==> config.mk <==
export PLATFORM = sky130hd
export DESIGN_NAME = tick_down_timer
export DESIGN_NICKNAME = d
export VERILOG_FILES = /design/src/rtl/tmr_pkg.sv /design/src/rtl/tmr_prescale.sv /design/src/rtl/tmr_count_core.sv /design/src/rtl/tmr_irq_status.sv /design/src/rtl/tick_down_timer.sv
export SDC_FILE = /design/constraint.sdc
export NUM_CORES = 1
export LEC_CHECK = 0
export ABC_AREA = 0
export BUFFER_PORTS_ARGS = -buffer_cell sky130_fd_sc_hd__clkbuf_2
export CAP_MARGIN = 20
export CORE_MARGIN = 2
export CORE_UTILIZATION = 45
export CTS_BUF_LIST = sky130_fd_sc_hd__clkbuf_4
export DETAILED_ROUTE_END_ITERATION = 8
export PLACE_DENSITY = 0.75
export SLEW_MARGIN = 20
export SYNTH_ARGS = -nofsm -noshare
export SYNTH_HDL_FRONTEND = slang
export SYNTH_SLANG_ARGS = --single-unit
==> constraint.sdc <==
create_clock -name clk_i -period 3.2 [get_ports clk_i]
set_input_delay 0.48 -clock clk_i [delete_from_list [all_inputs] [get_ports clk_i]]
set_output_delay 0.48 -clock clk_i [all_outputs]
set_load 0.1 [all_outputs]
==> src/rtl/tmr_pkg.sv <==
package tmr_pkg;

  typedef enum logic [2:0] {
    SEL_LOAD  = 3'd0,
    SEL_VALUE = 3'd1,
    SEL_CTRL  = 3'd2,
    SEL_ICLR  = 3'd3,
    SEL_RIS   = 3'd4,
    SEL_MIS   = 3'd5,
    SEL_BGLD  = 3'd6,
    SEL_NONE  = 3'd7
  } tmr_sel_e;

  typedef struct packed {
    logic       en;
    logic       periodic;
    logic       inten;
    logic       rsvd;
    logic [1:0] pre;
    logic       size32;
    logic       oneshot;
  } tmr_ctrl_t;

  localparam logic [7:0] CTRL_WMASK = 8'hEF;
  localparam logic [7:0] CTRL_RST   = 8'h20;

endpackage

==> src/rtl/tmr_prescale.sv <==
module tmr_prescale #(
  parameter int MID_LOG = 4,
  parameter int MAX_LOG = 8
) (
  input  logic       clk_i,
  input  logic       rst_ni,
  input  logic       run_i,
  input  logic       tick_i,
  input  logic [1:0] code_i,
  input  logic       restart_i,
  output logic       pulse_o
);
  localparam int PW = MAX_LOG;
  localparam logic [PW-1:0] LIM_MID = PW'((1 << MID_LOG) - 1);
  localparam logic [PW-1:0] LIM_MAX = PW'((1 << MAX_LOG) - 1);

  logic [PW-1:0] cnt_q, limit;
  logic          at_lim;

  always_comb begin
    unique case (code_i)
      2'b00:   limit = '0;
      2'b01:   limit = LIM_MID;
      default: limit = LIM_MAX; // reserved code aliases the slowest divide
    endcase
  end

  assign at_lim  = (cnt_q >= limit);
  assign pulse_o = run_i & tick_i & at_lim;

  always_ff @(posedge clk_i or negedge rst_ni) begin
    if (!rst_ni)              cnt_q <= '0;
    else if (restart_i)       cnt_q <= '0;
    else if (run_i && tick_i) cnt_q <= at_lim ? '0 : cnt_q + 1'b1;
  end
endmodule

==> src/rtl/tmr_count_core.sv <==
module tmr_count_core #(
  parameter int CNT_W  = 32,
  parameter int HALF_W = 16
) (
  input  logic             clk_i,
  input  logic             rst_ni,
  input  logic             step_i,
  input  logic             en_i,
  input  logic             size32_i,
  input  logic             periodic_i,
  input  logic             oneshot_i,
  input  logic [CNT_W-1:0] reload_i,
  input  logic             ld_wr_i,
  input  logic [CNT_W-1:0] ld_data_i,
  input  logic             restart_i,
  output logic [CNT_W-1:0] count_o,
  output logic             hit_o
);
  localparam logic [CNT_W-1:0] HALF_MASK = {{(CNT_W-HALF_W){1'b0}}, {HALF_W{1'b1}}};

  logic [CNT_W-1:0] count_q, mask, cur, dec, fill, nxt;
  logic             halted_q, do_step, is_zero, ld_zero;

  assign mask    = size32_i ? '1 : HALF_MASK;
  assign cur     = count_q & mask;
  assign is_zero = (cur == '0);
  assign dec     = (cur - 1'b1) & mask;
  assign fill    = periodic_i ? (reload_i & mask) : mask;
  assign nxt     = (count_q & ~mask) | (is_zero ? fill : dec);
  assign ld_zero = ((ld_data_i & mask) == '0);
  assign do_step = step_i & ~halted_q & ~ld_wr_i;
  assign hit_o   = do_step & ~is_zero & (dec == '0);
  assign count_o = count_q;

  always_ff @(posedge clk_i or negedge rst_ni) begin
    if (!rst_ni) begin
      count_q <= '1;
    end else if (ld_wr_i) begin
      count_q <= ld_data_i;
    end else if (do_step) begin
      count_q <= nxt;
    end
  end

  always_ff @(posedge clk_i or negedge rst_ni) begin
    if (!rst_ni) begin
      halted_q <= 1'b0;
    end else if (restart_i) begin
      halted_q <= 1'b0;
    end else if (ld_wr_i) begin
      if (periodic_i && ld_zero)  halted_q <= 1'b1;
      else if (en_i && !ld_zero)  halted_q <= 1'b0;
    end else if (hit_o && oneshot_i) begin
      halted_q <= 1'b1;
    end
  end
endmodule

==> src/rtl/tmr_irq_status.sv <==
module tmr_irq_status (
  input  logic clk_i,
  input  logic rst_ni,
  input  logic hit_i,
  input  logic clr_i,
  input  logic inten_i,
  output logic ris_o,
  output logic mis_o
);
  logic ris_q;

  always_ff @(posedge clk_i or negedge rst_ni) begin
    if (!rst_ni)     ris_q <= 1'b0;
    else if (hit_i)  ris_q <= 1'b1; // a fresh expiry beats a coincident clear
    else if (clr_i)  ris_q <= 1'b0;
  end

  assign ris_o = ris_q;
  assign mis_o = ris_q & inten_i;
endmodule

==> src/rtl/tick_down_timer.sv <==
module tick_down_timer
  import tmr_pkg::*;
#(
  parameter int CNT_W   = 32,
  parameter int MID_LOG = 4,
  parameter int MAX_LOG = 8
) (
  input  logic        clk_i,
  input  logic        rst_ni,
  input  logic        tick_i,
  input  logic        wr_en_i,
  input  logic [2:0]  sel_i,
  input  logic [31:0] wdata_i,
  output logic [31:0] rdata_o,
  output logic        irq_o
);
  localparam int HALF_W = CNT_W / 2;

  tmr_sel_e         sel;
  tmr_ctrl_t        ctrl_q, ctrl_new;
  logic [CNT_W-1:0] load_q, count_w;
  logic             ctrl_wr, ld_wr, bg_wr, clr_wr;
  logic             pulse, hit_w, ris_w, mis_w;

  assign sel      = tmr_sel_e'(sel_i);
  assign ctrl_wr  = wr_en_i && (sel == SEL_CTRL);
  assign ld_wr    = wr_en_i && (sel == SEL_LOAD);
  assign bg_wr    = wr_en_i && (sel == SEL_BGLD);
  assign clr_wr   = wr_en_i && (sel == SEL_ICLR);
  assign ctrl_new = tmr_ctrl_t'(wdata_i[7:0] & CTRL_WMASK);

  always_ff @(posedge clk_i or negedge rst_ni) begin
    if (!rst_ni) begin
      ctrl_q <= tmr_ctrl_t'(CTRL_RST);
      load_q <= '0;
    end else begin
      if (ctrl_wr)         ctrl_q <= ctrl_new;
      if (ld_wr || bg_wr)  load_q <= wdata_i[CNT_W-1:0];
    end
  end

  tmr_prescale #(.MID_LOG(MID_LOG), .MAX_LOG(MAX_LOG)) u_pre (
    .clk_i     (clk_i),
    .rst_ni    (rst_ni),
    .run_i     (ctrl_q.en),
    .tick_i    (tick_i),
    .code_i    (ctrl_q.pre),
    .restart_i (ctrl_wr && (ctrl_new.pre != ctrl_q.pre)),
    .pulse_o   (pulse)
  );

  tmr_count_core #(.CNT_W(CNT_W), .HALF_W(HALF_W)) u_core (
    .clk_i      (clk_i),
    .rst_ni     (rst_ni),
    .step_i     (pulse && !ctrl_wr),
    .en_i       (ctrl_q.en),
    .size32_i   (ctrl_q.size32),
    .periodic_i (ctrl_q.periodic),
    .oneshot_i  (ctrl_q.oneshot),
    .reload_i   (load_q),
    .ld_wr_i    (ld_wr),
    .ld_data_i  (wdata_i[CNT_W-1:0]),
    .restart_i  (ctrl_wr && ctrl_new.en),
    .count_o    (count_w),
    .hit_o      (hit_w)
  );

  tmr_irq_status u_irq (
    .clk_i   (clk_i),
    .rst_ni  (rst_ni),
    .hit_i   (hit_w),
    .clr_i   (clr_wr),
    .inten_i (ctrl_q.inten),
    .ris_o   (ris_w),
    .mis_o   (mis_w)
  );

  always_comb begin
    rdata_o = '0;
    unique case (sel)
      SEL_LOAD, SEL_BGLD: rdata_o = 32'(load_q);
      SEL_VALUE:          rdata_o = 32'(count_w);
      SEL_CTRL:           rdata_o = {24'h0, ctrl_q};
      SEL_RIS:            rdata_o = {31'h0, ris_w};
      SEL_MIS:            rdata_o = {31'h0, mis_w};
      default:            rdata_o = '0;
    endcase
  end

  assign irq_o = mis_w;
endmodule

== After elaboration in Yosys (flattened, before gate mapping) ==
Cells that the tools add are included.

* Bits in registers: 81
* Bits of input ports: 39
* Output and inout port bits: 33
* Logic and storage cells: 82

* Add/subtract/negate cells: 2
* Magnitude comparators: 1
* Equality and inequality tests: 9
* Multiplexer cells: 17
* Bitwise gates (word level): 17
* Reductions and logical operators: 25

{| class="wikitable"
|+ Operators by type and width
! operator !! number
|-
| AND 32 bit || 5
|-
| two-way mux 32 bit || 5
|-
| one-hot mux 32 bit (5 select lines) || 1
|-
| zero test 32 bit || 3
|-
| inverter 32 bit || 1
|-
| bitwise OR 32 bit || 1
|-
| subtractor 32 x 1 -> 32 bit, second input constant || 1
|-
| two-way mux 8 bit || 3
|-
| one-hot mux 8 bit (2 select lines) || 1
|-
| logical AND 1 bit || 11
|-
| == test 3 bit, second input constant || 3
|-
| adder 8 x 1 -> 8 bit, second input constant || 1
|-
| greater-or-equal comparator 8 bit || 1
|-
| AND 1 bit || 7
|-
| two-way mux 1 bit || 7
|-
| == test 3 x 2 -> 1 bit, second input constant || 2
|-
| nonzero test 2 bit || 3
|-
| inequality test 4 x 1 -> 1 bit, second input constant || 1
|-
| == test 3 x 1 -> 1 bit, second input constant || 1
|-
| zero test 3 bit || 1
|-
| inverter 1 bit || 3
|-
| nonzero test 3 bit || 1
|-
| == test 2 x 1 -> 1 bit, second input constant || 1
|-
| zero test 1 bit || 2
|-
| other kinds (5) || 5
|}

== Logic depth before layout (Yosys ltp) ==
* Depth after elaboration: 13
* Gate-level depth with buffers: 11
* Gate-level depth less buffers: 10

== Hierarchy ==
Synthesis repeated with hierarchy kept, for this count alone.

* Cell total of the unflattened synthesis: 659
* Area, all modules: 5911.9 um2

{| class="wikitable"
|+ Modules (own cells, without submodules)
! module !! instances !! cells each !! area an instance (um2) !! sequential area each (um2)
|-
| tmr_count_core || 1 || 419 || 3114.2 || 865.8
|-
| tick_down_timer || 1 || 163 || 2092.0 || 977.2
|-
| tmr_prescale || 1 || 73 || 663.1 || 200.2
|-
| tmr_irq_status || 1 || 4 || 42.5 || 25.0
|}

== Least setup slack after synthesis ==
Ideal clock, no wire load.

* Path kind: input port to output port
* Start point: in sel_i[1]
* End point: out rdata_o[0]
* Arrival time: 2934 ps
* Path slack: -214 ps
* Stages: 6
* Path buffers: 2
* Cells stage by stage: clkbuf_1 -> clkbuf_1 -> mux2i_1 -> nor2_1 -> a31oi_1 -> o22ai_1

* Longest elaborated chain between the ends: 3
* Elaborated cells between the ends (all ways): 8
* Those cells by class: eq/ne: 5; mux: 1; reduce/logical: 2

{| class="wikitable"
|+ RTL lines
! item !! RTL line !! text
|-
| start, declared || tick_down_timer.sv:12 || <nowiki>input logic [2:0] sel_i,</nowiki>
|-
| == test 3 bit / zero test 3 bit (equally long branches) || tick_down_timer.sv:80 || <nowiki>unique case (sel)</nowiki>
|-
| OR reduction 2 bit || tick_down_timer.sv:80 ||
|-
| one-hot mux 32 bit (5 select lines) * || tick_down_timer.sv:80 ||
|-
| end, declared || tick_down_timer.sv:14 || <nowiki>output logic [31:0] rdata_o,</nowiki>
|}

Every way passes the cells marked *; elsewhere a longest branch is shown, timed or not.

== Final worst setup path ==
* Start point: reg ctrl_q[3] (netlist name)
* End point: reg u_pre.cnt_q[2]

* Longest elaborated chain between the ends: 6
* Elaborated cells between the ends (all ways): 10
* Those cells by class: order compare: 1; eq/ne: 2; mux: 4; reduce/logical: 3

{| class="wikitable"
|+ RTL lines
! item !! RTL line !! text
|-
| start, declared || tick_down_timer.sv:20 || <nowiki>tmr_ctrl_t ctrl_q, ctrl_new;</nowiki>
|-
| start signal, assigned || tick_down_timer.sv:34 || <nowiki>ctrl_q <= tmr_ctrl_t'(CTRL_RST);</nowiki>
|-
| start signal, assigned || tick_down_timer.sv:37 || <nowiki>if (ctrl_wr) ctrl_q <= ctrl_new;</nowiki>
|-
| == test 2 x 1 -> 1 bit / zero test 2 bit (equally long branches) || tmr_prescale.sv:21 || <nowiki>unique case (code_i)</nowiki>
|-
| one-hot mux 8 bit (2 select lines) || tmr_prescale.sv:21 ||
|-
| greater-or-equal comparator 8 bit || tmr_prescale.sv:28 || <nowiki>assign at_lim = (cnt_q >= limit);</nowiki>
|-
| two-way mux 8 bit (2 in a row) || tmr_prescale.sv:34 || <nowiki>else if (run_i && tick_i) cnt_q <= at_lim ? '0 : cnt_q + 1'b1;</nowiki>
|-
| two-way mux 8 bit || tmr_prescale.sv:33 || <nowiki>else if (restart_i) cnt_q <= '0;</nowiki>
|-
| end signal, assigned || tmr_prescale.sv:34 ||
|-
| end, declared || tmr_prescale.sv:17 || <nowiki>logic [PW-1:0] cnt_q, limit;</nowiki>
|}

Parallel ways exist; a longest one is shown, timed or not. The select of a mux whose other input is x is not followed.
A chain may end at the register's enable or synchronous reset.

==> metrics.md <==
| Metric | Value |
|---|---|
| Status | `completed` |
| Worst endpoint required time | `3.62 ns` |
| Largest cells by area after synthesis | `dfrtp_1 (21%), dfstp_2 (15%), mux2_2 (6.9%)` |
| Post-synth ARST share | `100%` |
| Clock sink count | `81` |
| Chip height | `117 um` |
| Setup slack, reg-to-reg | `0.19 ns` |
| Max Fclk | `332 MHz` |
| Global-route wire length before repair | `28.3 mm` |
| Setup Buffers After CTS | `0` |
| Worst-Margin Slew | `0.839 ns` |
| R2R cell count | `9` |
| Area Overhead vs Synth | `21.3%` |
| CP startpoint kind | `register` |
| Post-Syn Area | `0.00570 mm^2` |
| Area leader, netlist | `dfrtp_1` |
| Pwr Total | `3710 uW` |
| Max clock buf depth | `2` |
| FF-to-FF End | `u_pre.cnt_q[2]$_DFFE_PN0P_` |
| Worst skew pair latency | `0.49 ns` |
| Final period utilization | `94.1%` |
| Synthesis Warnings | `0` |
| Final net count | `774` |
| Post-DRT Antenna Nets | `0` |
| Final setup vio count | `0` |
| Final RePlAce weighted congestion | `0.989` |
| Peak supply drop | `0.444 mV` |
| GR Overflow Total | `0` |
| Maxcap violations | `0` |
| CTS tree | `done` |
| DR WL/cell | `19.9 um` |
| Clock root buffer | `clkbuf_4` |
| Tmin final | `3.01 ns` |
| CP Capture Type | `register` |
| Drt total wl | `17.9 mm` |
| Total GRT Usage | `27.0%` |
| Worst Path Max Fanout | `6` |
| Slew Limit Fails | `0` |
| Htree depth | `3` |
| Hold Path Class | `in2async` |
| Syn Nets | `713` |
| Number of I/O pins | `72` |
| First-pass iteration count of the detailed router | `7` |
| Layout cells sized above 1 | `28.6%` |
| Final Skew | `0.0293 ns` |
| Sum Neg Setup Slack | `0 ns` |
| Count leader, synth | `nor2_1` |
| DIE WIDTH | `117 um` |
| Seq/Total Area, Yosys | `36.3%` |
| DR iter-0 viols | `624` |
| Initial antenna violation count | `0` |
| DP HPWL | `13.2 mm` |
| Kind of critical path | `reg2reg` |
| Via Count | `5768` |
| Reg2Reg Launch Point | `ctrl_q[3]$_DFFE_PN0P_` |
| Netlist cell types | `63` |
| Number of global-route vias before repair | `5491` |
| Post-synth top cells | `nor2_1 (57), a21oi_1 (53), clkbuf_1 (49), nand2_1 (49), dfrtp_1 (48)` |
| Core Box Area | `0.0125 mm^2` |
| Pleak | `0.00270 uW` |
| Largest net degree at the start of global routing | `66` |
| PD cells | `537 mW/mm^2` |
| Mapped Avg Cell Area | `8.61 um^2` |
| Vias/cell | `6.40` |
| Num CTS Buffers | `9` |
| Die ar. | `0.0136 mm^2` |
| Final Hold Fails | `0` |
| CP arrival | `3.43 ns` |
| Seq cells post-synth | `81` |
| Yosys top cell area share | `21.1%` |
| Cells after Synth | `662` |
| DRC Markers | `0` |
| RSZ-0062 raised after global routing | `no` |
| IO Port Bufs | `71` |
| Reg clk slew, reported paths | `0.15 ns` |
| Top_reg_cell synth | `dfrtp_1` |
| Post-synth EDFFs | `0` |
| Row Count | `41` |
| Initial core utilization | `45.6%` |
| Worst slew margin | `44.1%` |
## layout make-up
| class | instances | area (um^2) |
|---|---|---|
| clock buffers | 10 | 75.1 |
| fillers | 1178 | 5600 |
| repair buffers | 104 | 1070 |
| clock inverters | 6 | 35.0 |
| multi-input cells | 510 | 3390 |
| diodes | 1 | 2.50 |
| inverters | 17 | 63.8 |
| well taps | 172 | 215 |
| flip-flops and latches | 81 | 2070 |
## kinds of logic after synthesis
kind of cell	share of synthesized area, %
flops	36.3
compound gates	24.7
mux	8.14
simple gates	20.7
xor+xnor	2.76
buf+inv	4.80
fa+ha+maj	2.63
## worst max-delay path, cell delays in order, from the launching register on
cell and delay [ns]:
dfrtp_1 0.44, or2_2 0.32, ha_1 0.27, nand2b_1 0.14, a2111oi_0 0.43, o31ai_1 0.23
buf_4 0.20, or2_2 0.30, or3b_2 0.46, a21oi_1 0.17
## flip-flops by register name, indices dropped and copies added (netlist names)
name             cells
u_irq.ris_o          1
u_pre.cnt_q          8
ctrl_q               7
u_core.count_o      32
load_q              32
u_core.halted_q      1
## stage by stage
step                worst slack, ns  instances  hold slack, ns  instance area (um^2)  util [%]
floorplan                     0.366        662           0.184                  5710         -
global placement              0.333        884           0.511                  6800      54.3
detailed placement            0.218        884           0.521                  6800      54.3
CTS                           0.199        900          0.0935                  6910      55.2
global route                 0.0253        900           0.118                  6920      55.3
finish                        0.189        901          0.0777                  6920      55.3
## cell usage in the layout (no fill, tap or decap), types with 5 or more instances in the layout
master    Yosys  layout
inv_1        14      14
xor2_1        7       7
nor4_1       21      20
nand3_1      17      17
a31oi_1      12      12
a21oi_1      53      53
clkbuf_4      0      10
o21ai_0      45      45
xnor2_1      11      11
buf_12        0      31
a22o_1       32      32
dfrtp_1      48      48
and3_1        6       6
nand2_1      49      49
mux2i_1       7       7
nor3_1       18      17
or3_1        12      12
o311a_1       5       5
dfstp_2      33      33
ha_1         12      12
nand4_1       7       7
mux2_2       35      35
nor2_1       57      56
clkbuf_2      0      39
buf_4         1      34
o22ai_1      17      16
or4_1        12      12
or3b_2        5       5
## worst max-delay path by stage
| stage | startpoint | to | slack [ns] | cells after the start |
|---|---|---|---|---|
| 2_1_floorplan | sel_i[1] | rdata_o[10] | 0.37 | 5 |
| 6_report | ctrl_q[3]$_DFFE_PN0P_ | u_pre.cnt_q[2]$_DFFE_PN0P_ | 0.19 | 9 |
| 5_1_grt | ctrl_q[3]$_DFFE_PN0P_ | u_pre.cnt_q[3]$_DFFE_PN0P_ | 0.03 | 9 |
| 3_5_place_dp | ctrl_q[3]$_DFFE_PN0P_ | u_pre.cnt_q[2]$_DFFE_PN0P_ | 0.22 | 9 |
| 4_1_cts | ctrl_q[3]$_DFFE_PN0P_ | u_pre.cnt_q[2]$_DFFE_PN0P_ | 0.20 | 9 |
| 3_3_place_gp | ctrl_q[3]$_DFFE_PN0P_ | u_pre.cnt_q[2]$_DFFE_PN0P_ | 0.33 | 9 |
## where the power goes
group	leakage, uW	switching, uW	internal, uW
Clock	0.0000636	386	163
Sequential	0.000932	341	1320
Combinational	0.00171	895	612
Total	0.00270	1620	2090
## layer usage
layer / vias to the layer above / track usage, % / wire (um)
met1: 2744 / 35.3 / 7360
met2: 333 / 42.4 / 8240
met5: - / 0 / 0
met3: 62 / 6.85 / 1560
met4: 0 / 12.2 / 760
li1: 2629 / - / -
## timing repair
| item | CTS | global route |
|---|---|---|
| hold buffers | 0 | 0 |
| resized for setup | 0 | 2 |
| endpoints found under the setup margin | 0 | 2 |
Power figures use the tool's default switching activity.
